File: config.mk
export PLATFORM = sky130hd
export DESIGN_NAME = tapline_frame_rx
export DESIGN_NICKNAME = d
export VERILOG_FILES = /design/src/rtl/tapline_frame_rx_pkg.sv /design/src/rtl/tfr_tap_chain.sv /design/src/rtl/tfr_pattern_match.sv /design/src/rtl/tfr_holdoff.sv /design/src/rtl/tapline_frame_rx.sv
export SDC_FILE = /design/constraint.sdc
export NUM_CORES = 1
export LEC_CHECK = 0
export BUFFER_PORTS_ARGS = -buffer_cell sky130_fd_sc_hd__buf_2
export CORE_UTILIZATION = 45
export CTS_BUF_LIST = sky130_fd_sc_hd__clkbuf_4 sky130_fd_sc_hd__clkbuf_8
export DETAILED_ROUTE_END_ITERATION = 10
export GPL_ROUTABILITY_DRIVEN = 0
export PLACE_DENSITY = 0.76
export SLEW_MARGIN = 20
export SYNTH_ARGS = -nofsm -noshare
export SYNTH_HDL_FRONTEND = slang
export SYNTH_SLANG_ARGS = --single-unit
File: constraint.sdc
create_clock -name clk -period 3.3 [get_ports clk]
set_input_delay 0.33 -clock clk [delete_from_list [all_inputs] [get_ports clk]]
set_output_delay 0.33 -clock clk [all_outputs]
set_load 0.02 [all_outputs]
File: src/rtl/tapline_frame_rx_pkg.sv
// Package: shared sizing helpers for the tapped-line frame receiver.
// Assumes: all sizes are positive and small enough for a flat register chain.
package tapline_frame_rx_pkg;

    // Total chain length: preamble, start bit and data bits.
    function automatic int chain_len_f(input int pre_len, input int data_w);
        return pre_len + 1 + data_w;
    endfunction

    // Width of a counter that can hold the value n.
    function automatic int cnt_width_f(input int n);
        return (n < 2) ? 1 : $clog2(n + 1);
    endfunction

endpackage

File: src/rtl/tfr_tap_chain.sv
// Module: tfr_tap_chain
// Shifts the serial line into a LEN-bit register chain, one bit per clock,
// with tap 0 holding the newest bit.
// Assumes: one clock period equals one bit period; the line idles high, so
// reset fills the chain with ones.
module tfr_tap_chain #(
    parameter int LEN = 17
) (
    input  logic           clk,
    input  logic           rst_n,
    input  logic           line_i,
    output logic [LEN-1:0] taps_o
);

    // Shift the newest line bit in at tap 0; reset to idle-high.
    always_ff @(posedge clk) begin
        if (!rst_n) begin
            taps_o <= '1;
        end else begin
            taps_o <= {taps_o[LEN-2:0], line_i};
        end
    end

endmodule

File: src/rtl/tfr_pattern_match.sv
// Module: tfr_pattern_match
// Compares the whole tap chain against the frame layout: the oldest PRE_LEN
// taps high and the start tap low. Also reorders the data taps so that the
// first bit received lands in bit 0.
// Assumes: taps are indexed newest first; purely combinational.
module tfr_pattern_match #(
    parameter int DATA_W  = 8,
    parameter int PRE_LEN = 8,
    parameter int LEN     = PRE_LEN + 1 + DATA_W
) (
    input  logic [LEN-1:0]    taps_i,
    output logic              hit_o,
    output logic [DATA_W-1:0] payload_o
);

    localparam int START_POS = DATA_W;

    logic [PRE_LEN-1:0] preamble;

    // Gather the preamble taps that sit just above the start position.
    always_comb preamble = taps_i[LEN-1 -: PRE_LEN];

    // Match needs every preamble tap high and the start tap low together.
    always_comb hit_o = (&preamble) && !taps_i[START_POS];

    // Reverse the data taps: the oldest data tap is the first bit received.
    for (genvar i = 0; i < DATA_W; i++) begin : g_order
        assign payload_o[i] = taps_i[DATA_W-1-i];
    end

endmodule

File: src/rtl/tfr_holdoff.sv
// Module: tfr_holdoff
// Passes a pattern hit through as a capture, then blocks further hits for WIN
// cycles so that a captured frame cannot match again while it shifts out.
// Assumes: WIN is the chain length minus one.
module tfr_holdoff #(
    parameter int WIN = 16
) (
    input  logic clk,
    input  logic rst_n,
    input  logic hit_i,
    output logic fire_o
);

    localparam int CW = tapline_frame_rx_pkg::cnt_width_f(WIN);

    logic [CW-1:0] remain;

    // A hit becomes a capture only outside the hold-off window.
    always_comb fire_o = hit_i && (remain == '0);

    // Load the window on a capture; otherwise count it down to zero.
    always_ff @(posedge clk) begin
        if (!rst_n) begin
            remain <= '0;
        end else if (fire_o) begin
            remain <= CW'(WIN);
        end else if (remain != '0) begin
            remain <= remain - 1'b1;
        end
    end

endmodule

File: src/rtl/tapline_frame_rx.sv
// Module: tapline_frame_rx (top)
// Tapped-line frame capture receiver: the chain exposes a whole frame in
// parallel, the matcher finds the preamble and start layout, the hold-off
// stops re-triggering, and an output register presents the word with a
// one-cycle strobe.
// Assumes: one clock per bit, line idles high, synchronous active-low reset.
module tapline_frame_rx #(
    parameter int DATA_W  = 8,
    parameter int PRE_LEN = 8
) (
    input  logic              clk,
    input  logic              rst_n,
    input  logic              line_i,
    output logic [DATA_W-1:0] data_o,
    output logic              valid_o
);

    localparam int LEN = tapline_frame_rx_pkg::chain_len_f(PRE_LEN, DATA_W);
    localparam int WIN = LEN - 1;

    logic [LEN-1:0]    taps;
    logic              hit;
    logic              fire;
    logic [DATA_W-1:0] payload;

    tfr_tap_chain #(.LEN(LEN)) u_chain (
        .clk    (clk),
        .rst_n  (rst_n),
        .line_i (line_i),
        .taps_o (taps)
    );

    tfr_pattern_match #(.DATA_W(DATA_W), .PRE_LEN(PRE_LEN), .LEN(LEN)) u_match (
        .taps_i    (taps),
        .hit_o     (hit),
        .payload_o (payload)
    );

    tfr_holdoff #(.WIN(WIN)) u_hold (
        .clk    (clk),
        .rst_n  (rst_n),
        .hit_i  (hit),
        .fire_o (fire)
    );

    // Register the strobe and hold the captured word until the next capture.
    always_ff @(posedge clk) begin
        if (!rst_n) begin
            valid_o <= 1'b0;
            data_o  <= '0;
        end else begin
            valid_o <= fire;
            if (fire) begin
                data_o <= payload;
            end
        end
    end

endmodule

* Yosys cells after proc, flatten, opt, wreduce, memory -nomap -nowiden *
Cells that the tools add are included.

storage, ports and cells
  flip-flop bits (word level) = 31
  bits of input ports = 3
  output and inout port bits = 9
  word-level logic and storage cells = 17

operators by class
  add/sub/neg operators = 1
  mux-type cells = 2
  bitwise logic cells = 1
  reduce and logical (&&, ||, !) cells = 8

operators with widths
  kind                   number
  $mux W5                2
  $reduce_and A8 Y1      1
  $logic_not A5 Y1       1
  $reduce_bool A5 Y1     1
  $sub A5 B1 Y5 const B  1
  $logic_and A1 B1 Y1    2
  $reduce_bool A2 Y1     1
  $reduce_or A2 Y1       1
  $logic_not A1 Y1       1
  $not A1 Y1             1

* Longest topological paths before layout *
Gate-level depths: netlist of run 1.

  depth after elaboration = 4
  gate-level depth with buffers = 7
  depth with buffers taken out = 5

* Hierarchy *
A second synthesis of run 1 with hierarchy kept.

second synthesis, totals
  cells, all modules = 100
  area total of the unflattened synthesis = 1151.1 sq um

modules (own cells, without submodules)
  module             times used  cells each  area an instance (sq um)
  tfr_tap_chain      1           35          459.2
  tapline_frame_rx   1           27          329.1
  tfr_holdoff        1           26          275.3
  tfr_pattern_match  1           12          87.6

* Worst setup path after synthesis of run 1 *
No wires, ideal clock.

  path kind = flip-flop to flip-flop
  start = register u_hold.remain[0]
  end = register data_o[0]
  library setup time = 0.072 ns
  arrival time = 1.743 ns
  required time = 3.228 ns
  setup slack = 1.485 ns
  stages on the path, launching flop included = 8
  clock period less this slack = 1.815 ns
  cell sequence = dfxtp_1 inv_1 ha_1 or4b_4 buf_6 nor4_4 buf_6 mux2i_1

on the way
  word-level cells in the longest chain between the ends = 2

RTL lines
  what                      line                    RTL
  start: declaration        tfr_holdoff.sv:16       logic [CW-1:0] remain;
  start signal: assignment  tfr_holdoff.sv:26       remain <= CW'(WIN);
  start signal: assignment  tfr_holdoff.sv:28       remain <= remain - 1'b1;
  $logic_not A5 Y1          tfr_holdoff.sv:19       always_comb fire_o = hit_i && (remain == '0);
  $logic_and A1 B1 Y1       tfr_holdoff.sv:19
  end signal: assignment    tapline_frame_rx.sv:54  data_o <= payload;
  end: declaration          tapline_frame_rx.sv:14  output logic [DATA_W-1:0] data_o,

Every way passes these cells.
A chain may end at the register's enable or synchronous reset.

* Worst setup path in the final report of run 1 *
  start = register u_hold.remain[0]
  end = register data_o[4]

Same word-level chain as after synthesis.

==> results of run 1 <==
==> worst register-to-register path, stage by stage, from the launching register on <==
cell and delay [ns]:
dfxtp_1 0.33, inv_1 0.09, ha_1 0.20, or4b_4 0.53, nor4_4 0.73, mux2i_1 0.25
==> cell usage after synthesis <==
library cell,n
clkbuf_1,4
a21boi_0,1
nand4_1,1
ha_1,1
nand3b_1,1
nand2b_1,18
buf_6,2
nor2_1,3
nand3_1,2
and2_1,1
nor3_1,2
mux2i_1,8
xnor2_1,2
dfxtp_1,31
or4b_4,1
nor4_4,1
o21a_1,1
o31ai_1,2
inv_1,2
nand2_1,19
==> worst paths after layout <==
path                                        start                 to  slack, ns  cells after the start
worst max register to register   u_hold.remain[0]          data_o[4]       1.10                      5
worst max-delay path             u_hold.remain[0]          data_o[4]       1.10                      5
worst min register to register  u_chain.taps_o[3]  u_chain.taps_o[4]       0.44                      1
worst min-delay path                       line_i  u_chain.taps_o[0]       0.19                      2
==> layout make-up <==
cell class | count | area (um^2) | share of cell area (%)
clock buffers | 6 | 51.30 | 4.329
clock inverters | 1 | 5.005 | 0.4224
inverters | 2 | 7.507 | 0.6336
multi-input cells | 64 | 410.4 | 34.64
flip-flops and latches | 31 | 620.6 | 52.38
well taps | 28 | 35.03 | 2.957
repair buffers | 11 | 55.05 | 4.646
==> registers in the layout, summed over array words and instances (netlist names) <==
name            count
u_chain.taps_o     17
data_o              8
u_hold.remain       5
valid_o             1
==> metal layers <==
layer  GRT usage, %  share of wire (%)
met5              0                  0
met3          7.143                4.0
met4          12.50                2.2
met1          15.51                 44
met2          23.90                 50
==> logic make-up (layout without fill, tap and decap cells) <==
kind of cell	count (synthesis)	count (layout)	synth area share, %
AOI/OAI and AO/OA	4	4	2.791
xor gates and xnor gates	2	2	1.628
adders and majority gates	1	1	1.163
buffers and inverters	8	20	4.186
DFF	31	31	57.67
muxes	8	8	7.442
and+or+nand+nor	49	49	25.12
==> power groups by stage <==
stage | combinational [mW] | sequential [mW] | clock, mW
after global placement | 0.107 | 0.416 | 0
final | 0.113 | 0.409 | 0.216
after CTS | 0.116 | 0.409 | 0.227
after detailed placement | 0.116 | 0.417 | 0
after global routing | 0.126 | 0.411 | 0.243
after floorplan | 0.114 | 0.414 | 0
==> stage by stage <==
stage	utilization [%]	worst slack, ns
final	53.05	1.104
after CTS	53.05	1.057
after detailed placement	50.53	1.077
after global routing	53.05	0.9126
after floorplan	-	1.485
after global placement	50.53	1.155
==> out/metrics.yaml, run 1 <==
die_area_um2: 2591
drive_gt1_share_pct: 17.39
slowest_stage: "nor4_4"
fin_setup_tns_ns: 0
fin_cells: 143
p_comb_share_pct: 15.3
fmax_mhz: 455.3
final_cell_mix: "dfxtp_1 (31), nand2_1 (19), nand2b_1 (18)"
switching_share_pct: 25.95
fin_hold_ws_ns: 0.1902
cts_root_buffer: "clkbuf_4"
slew_headroom_pct: 49.15
outcome: "finished clean"
clock_latency_ns: 0.32
fillers: 214
cts_hold_buf: 0
grt_pass1_vias: 625
final-hold-violation-count: 0
dp_hpwl_mm: 1.044
placedCellCount: 136
pwr-share-clk_pct: 29.3
crit_path_cell_trace: "inv_1 > ha_1 > or4b_4 > nor4_4 > mux2i_1"
synth_area_leaders: "dfxtp_1 (58%), nand2b_1 (10%), mux2i_1 (7.4%)"
grt_pass1_wl_mm: 2.711
cts_setup_buffers: 0
crit_buf_inv: 1
min_period_ns: 2.196
drc: 0
drv_cap: 0
critPathKind: "reg -> reg"
synth_warnings: 0
core_area_um2: 2233
synth_top_area_cell: "dfxtp_1"
die_h_um: 50.90
vias_per_cell: 4.818
setup_viol: 0
worst_pin_slew_ns: 0.7571
layout.nets: 119
power_uw: 737.9
postSynthAreaPerCell_um2: 10.45
cts-resized-gates: 0
port_buffers: 11
p_leak_nw: 0.4823
dr_total_vias: 689
start_util_pct: 48.18
syn2layout_area_growth_pct: 10.12
grt.total_usage_pct: 15.33
cts.sinks: 31
grt_overflow: 0
synthCells: 103
seq_area_frac_synth_pct: 57.67
rows: 17
cts.clk_slew.worst_paths_ns: 0.09
critPathLaunchType: "flip-flop"
htree_num_levels: 2
drt_first_pass_iters: 4
rsz0062_at_grt: "false"
drv_slew: 0
skew_ns: 0.006484
synth.distinct_cells: 20
grt_max_degree: 41
cts_tree: "built"
cp_max_fo: 10
crit_path_end_kind: "flip-flop"
numCtsBuffers: 5
post_drt_wl_per_cell_um: 10.65
route.antenna.remaining_nets: 0
post-route-period-util_pct: 66.56
power.density_nw_per_um2: 622.7
power.switching_uw: 191.5
die_w_um: 50.90
cts_buffer_depth: 2
p_int_uw: 546.4
mostFrequentLayoutCell: "dfxtp_1"
min_path_type: "in -> reg"
syn_area_um2: 1076
max-vdd-ir-drop_mv: 0.3358
pin_count: 12
place_area_um2: 1129
first_iter_violations: 11
finalInstanceArea_um2: 1185
arrival_ns: 2.44
synth_top_area_share_pct: 57.67
postSynthRegisterBits: 31
cp_slowest_stage_delay_ns: 0.73
insertedDiodeCount: 0
crit_family: "simple AND/OR/NAND/NOR gates"
antenna_found_initial: 0
required_ns: 3.55
syn-num-nets: 107
p_seq_share_pct: 55.4
drt-total-wl_mm: 1.523
Power figures use the tool's default switching activity.
==> run 2: changes to the inputs <==
--- a/config.mk
+++ b/config.mk
@@ -5,12 +5,13 @@
 export SDC_FILE = /design/constraint.sdc
 export NUM_CORES = 1
 export LEC_CHECK = 0
+export ABC_AREA = 1
 export BUFFER_PORTS_ARGS = -buffer_cell sky130_fd_sc_hd__buf_2
 export CORE_UTILIZATION = 45
 export CTS_BUF_LIST = sky130_fd_sc_hd__clkbuf_4 sky130_fd_sc_hd__clkbuf_8
 export DETAILED_ROUTE_END_ITERATION = 10
 export GPL_ROUTABILITY_DRIVEN = 0
-export PLACE_DENSITY = 0.76
+export PLACE_DENSITY = 0.78
 export SLEW_MARGIN = 20
 export SYNTH_ARGS = -nofsm -noshare
 export SYNTH_HDL_FRONTEND = slang
==> constraint.sdc (replaced) <==
create_clock -name clk -period 1.8 [get_ports clk]
set_input_delay 0.18 -clock clk [delete_from_list [all_inputs] [get_ports clk]]
set_output_delay 0.18 -clock clk [all_outputs]
set_load 0.02 [all_outputs]
==> run 2 against run 1 <==
Net effect: worst setup slack got worse by 0.68 ns; final cell count increased by 11%; via count increased by 7.5%; routed wire length increased by 15%; utilization increased by 3.1 points; largest cell class unchanged; highest routed layer unchanged.
==> out/metrics.yaml, run 2 <==
seq_area_frac_synth_pct: 53.80  # -3.9 points
synth_top_family_by_area: "simple AND/OR/NAND/NOR gates"
cts.sinks: 31  # unchanged
grt_use_met3_pct: 6.087  # -1.1 points
post-route-period-util_pct: 76.47  # +9.9 points
synth_top_area_cell: "dfxtp_1"
antenna_found_initial: 0  # unchanged
largest_reg_flops: 17  # unchanged
worst_pin_slew_ns: 0.4132  # -0.3439 ns
required_ns: 2.03  # -1.52 ns
rsz0062_at_grt: "false"
ys_async_sr_fraction_pct: 0  # unchanged
synth-simple-area-share_pct: 35.03  # +9.9 points
drv_slew: 0  # unchanged
synth-edff-count: 0  # unchanged
synth-adder-area-share_pct: 1.085  # -0.078 points
setup_viol: 0  # unchanged
synthCells: 116  # +13%
fmax_mhz: 726.5  # +60%
numCtsBuffers: 5  # unchanged
post_drt_wl_per_cell_um: 11.00  # +3.3%
rows: 17  # unchanged
die_w_um: 52.63  # +3.4%
dp_slack_ns: 0.4282  # -0.6489 ns
setup_ws_ns: 0.4235  # -0.6801 ns
synth.distinct_cells: 22  # +10%
synth_mux_area_share_pct: 0  # -7.4 points
max-vdd-ir-drop_mv: 0.7347  # +120%
cts_tree: "built"
vias_per_cell: 4.660  # -3.3%
arrival_ns: 1.61  # -0.83 ns
drv_cap: 0  # unchanged
busiest_layer: "met2"
clock_latency_ns: 0.33  # about the same
grt_pass1_wl_mm: 2.925  # +7.9%
insertedDiodeCount: 0  # unchanged
start_util_pct: 49.76  # +1.6 points
p_leak_nw: 0.5699  # +18%
die_area_um2: 2770  # +6.9%
grt_max_degree: 20  # -51%
synth-compound-area-share_pct: 1.844  # -0.95 points
top_regs: "u_chain.taps_o: 17 flops, data_o: 8 flops, u_hold.remain: 5 flops"
use_met2_pct: 23.63  # -0.27 points
route.antenna.remaining_nets: 0  # unchanged
fin_setup_tns_ns: 0  # unchanged
grt_overflow: 0  # unchanged
port_buffers: 11  # unchanged
synth_common_cells: "dfxtp_1 (31), nand2_1 (18), or2_2 (15), nand3_1 (9)"
synth.most_common_cell: "dfxtp_1"
synth_warnings: 0  # unchanged
use_met1_pct: 17.43  # +1.9 points
cts-resized-gates: 0  # unchanged
critPathKind: "reg -> reg"
cts_hold_buf: 0  # unchanged
postSynthRegisterBits: 31  # unchanged
first_iter_violations: 2  # -9
slew_headroom_pct: 72.45  # +23 points
htree_num_levels: 2  # unchanged
power.density_nw_per_um2: 1229  # +97%
die_h_um: 52.63  # +3.4%
drive_gt1_share_pct: 39.69  # +22 points
critPathLaunchType: "flip-flop"
mostFrequentLayoutCell: "dfxtp_1"
cts_setup_buffers: 0  # unchanged
critPathMostFrequentCell: "nand3_4"
layout.nets: 134  # +13%
cts.clk_slew.worst_paths_ns: 0.09  # about the same
postSynthAreaPerCell_um2: 9.945  # -4.8%
drt_first_pass_iters: 4  # unchanged
grt_pass1_vias: 675  # +8.0%
core_area_um2: 2318  # +3.8%
drc: 0  # unchanged
syn_area_um2: 1154  # +7.2%
skew_ns: 0.01593  # +0.009449 ns
dr_total_vias: 741  # +7.5%
final_cell_mix: "dfxtp_1 (31), nand2_1 (18), or2_2 (15)"
outcome: "finished clean"
crit_path_end_kind: "flip-flop"
dp_hpwl_mm: 1.285  # +23%
drt-total-wl_mm: 1.749  # +15%
min_period_ns: 1.377  # -0.8199 ns
synth_area_leaders: "dfxtp_1 (54%), or2_2 (8.1%), nand3_2 (6.9%)"
synth-main-ff-cell: "dfxtp_1"
grt.total_usage_pct: 15.27  # -0.063 points
synth_top_area_share_pct: 53.80  # -3.9 points
min_path_type: "in -> reg"
syn-num-nets: 120  # +12%
cts_root_buffer: "clkbuf_4"
pin_count: 12  # unchanged
syn2layout_area_growth_pct: 12.80
fillers: 211  # -1.4%
synth_xor_xnor_area_share_pct: 2.278  # +0.65 points
cts_buffer_depth: 2  # unchanged
crit_path_cell_trace: "inv_1 > ha_1 > nand3_4 > inv_4 > nand3_4 > nand2_1 > nor2_1"
cp_max_fo: 11  # +1
regMostFlops: "u_chain.taps_o"
cp_slowest_stage_delay_ns: 0.34  # -0.39 ns
slowest_stage: "dfxtp_1"
final-hold-violation-count: 0  # unchanged
run 2: changes by cell type in the layout (fill, tap and decap cells not counted), moves of 6 or more:
| cell | before | now |
|---|---|---|
| or2_2 | 0 | 15 |
| inv_1 | 2 | 8 |
| nand3_2 | 0 | 8 |
| nand2b_1 | 18 | 0 |
| nand3_1 | 2 | 9 |
| mux2i_1 | 8 | 0 |
run 2: metrics by stage:
stage	instance area (um^2)	total power, mW	hold WS, ns	util, %	cells
global placement	1215	1.033	0.3658	52.40	151
CTS	1301	1.619	0.02929	56.13	159
floorplan	1154	1.009	0.2866	-	116
global route	1301	1.668	0.02706	56.13	159
detailed placement	1215	1.058	0.3747	52.40	151
finish	1301	1.600	0.03720	56.13	159
run 2: layout make-up:
cell class / instances / area, um^2 / share of cell area, %
clock buffer: 6 / 51.30 / 3.942
timing repair buffer: 11 / 55.05 / 4.231
clock inverter: 2 / 35.03 / 2.692
tap: 28 / 35.03 / 2.692
multi-input combinational: 71 / 464.2 / 35.67
sequential: 31 / 620.6 / 47.69
inverter: 10 / 40.04 / 3.077
run 2: cell families after synthesis:
| kind of cell | count (synthesis) |
|---|---|
| and+or+nand+nor | 65 |
| DFF | 31 |
| buffers and inverters | 14 |
| xor gates and xnor gates | 3 |
| AOI/OAI and AO/OA | 2 |
| adders and majority gates | 1 |
run 2: path summary, 6_finish.rpt:
path                           start                  to  slack [ns]  cells after the start
hold reg to reg   u_chain.taps_o[15]  u_chain.taps_o[16]        0.45                      1
setup reg to reg    u_hold.remain[0]    u_hold.remain[1]        0.42                      7
setup / recovery    u_hold.remain[0]    u_hold.remain[1]        0.42                      7
hold / removal                line_i   u_chain.taps_o[0]        0.04                      2
run 2: critical path: cells and delay by family, from the launching register on:
family        cells  cell delay (ns)
flops             1             0.34
fa+ha+maj         1             0.26
buf+inv           2             0.16
simple gates      4             0.53
run 2: per-layer routing:
| metal | part of all wire (%) | up-vias |
|---|---|---|
| met2 | 48 | 12 |
| li1 | - | 386 |
| met4 | 1.8 | 0 |
| met1 | 46 | 339 |
| met3 | 4.1 | 4 |
| met5 | 0 | - |
run 2: power breakdown:
part | total (mW) | switching (mW) | internal (mW)
logic | 0.284 | 0.169 | 0.115
clock network | 0.560 | 0.232 | 0.328
registers | 0.755 | 0.0340 | 0.721
total | 1.60 | 0.435 | 1.16
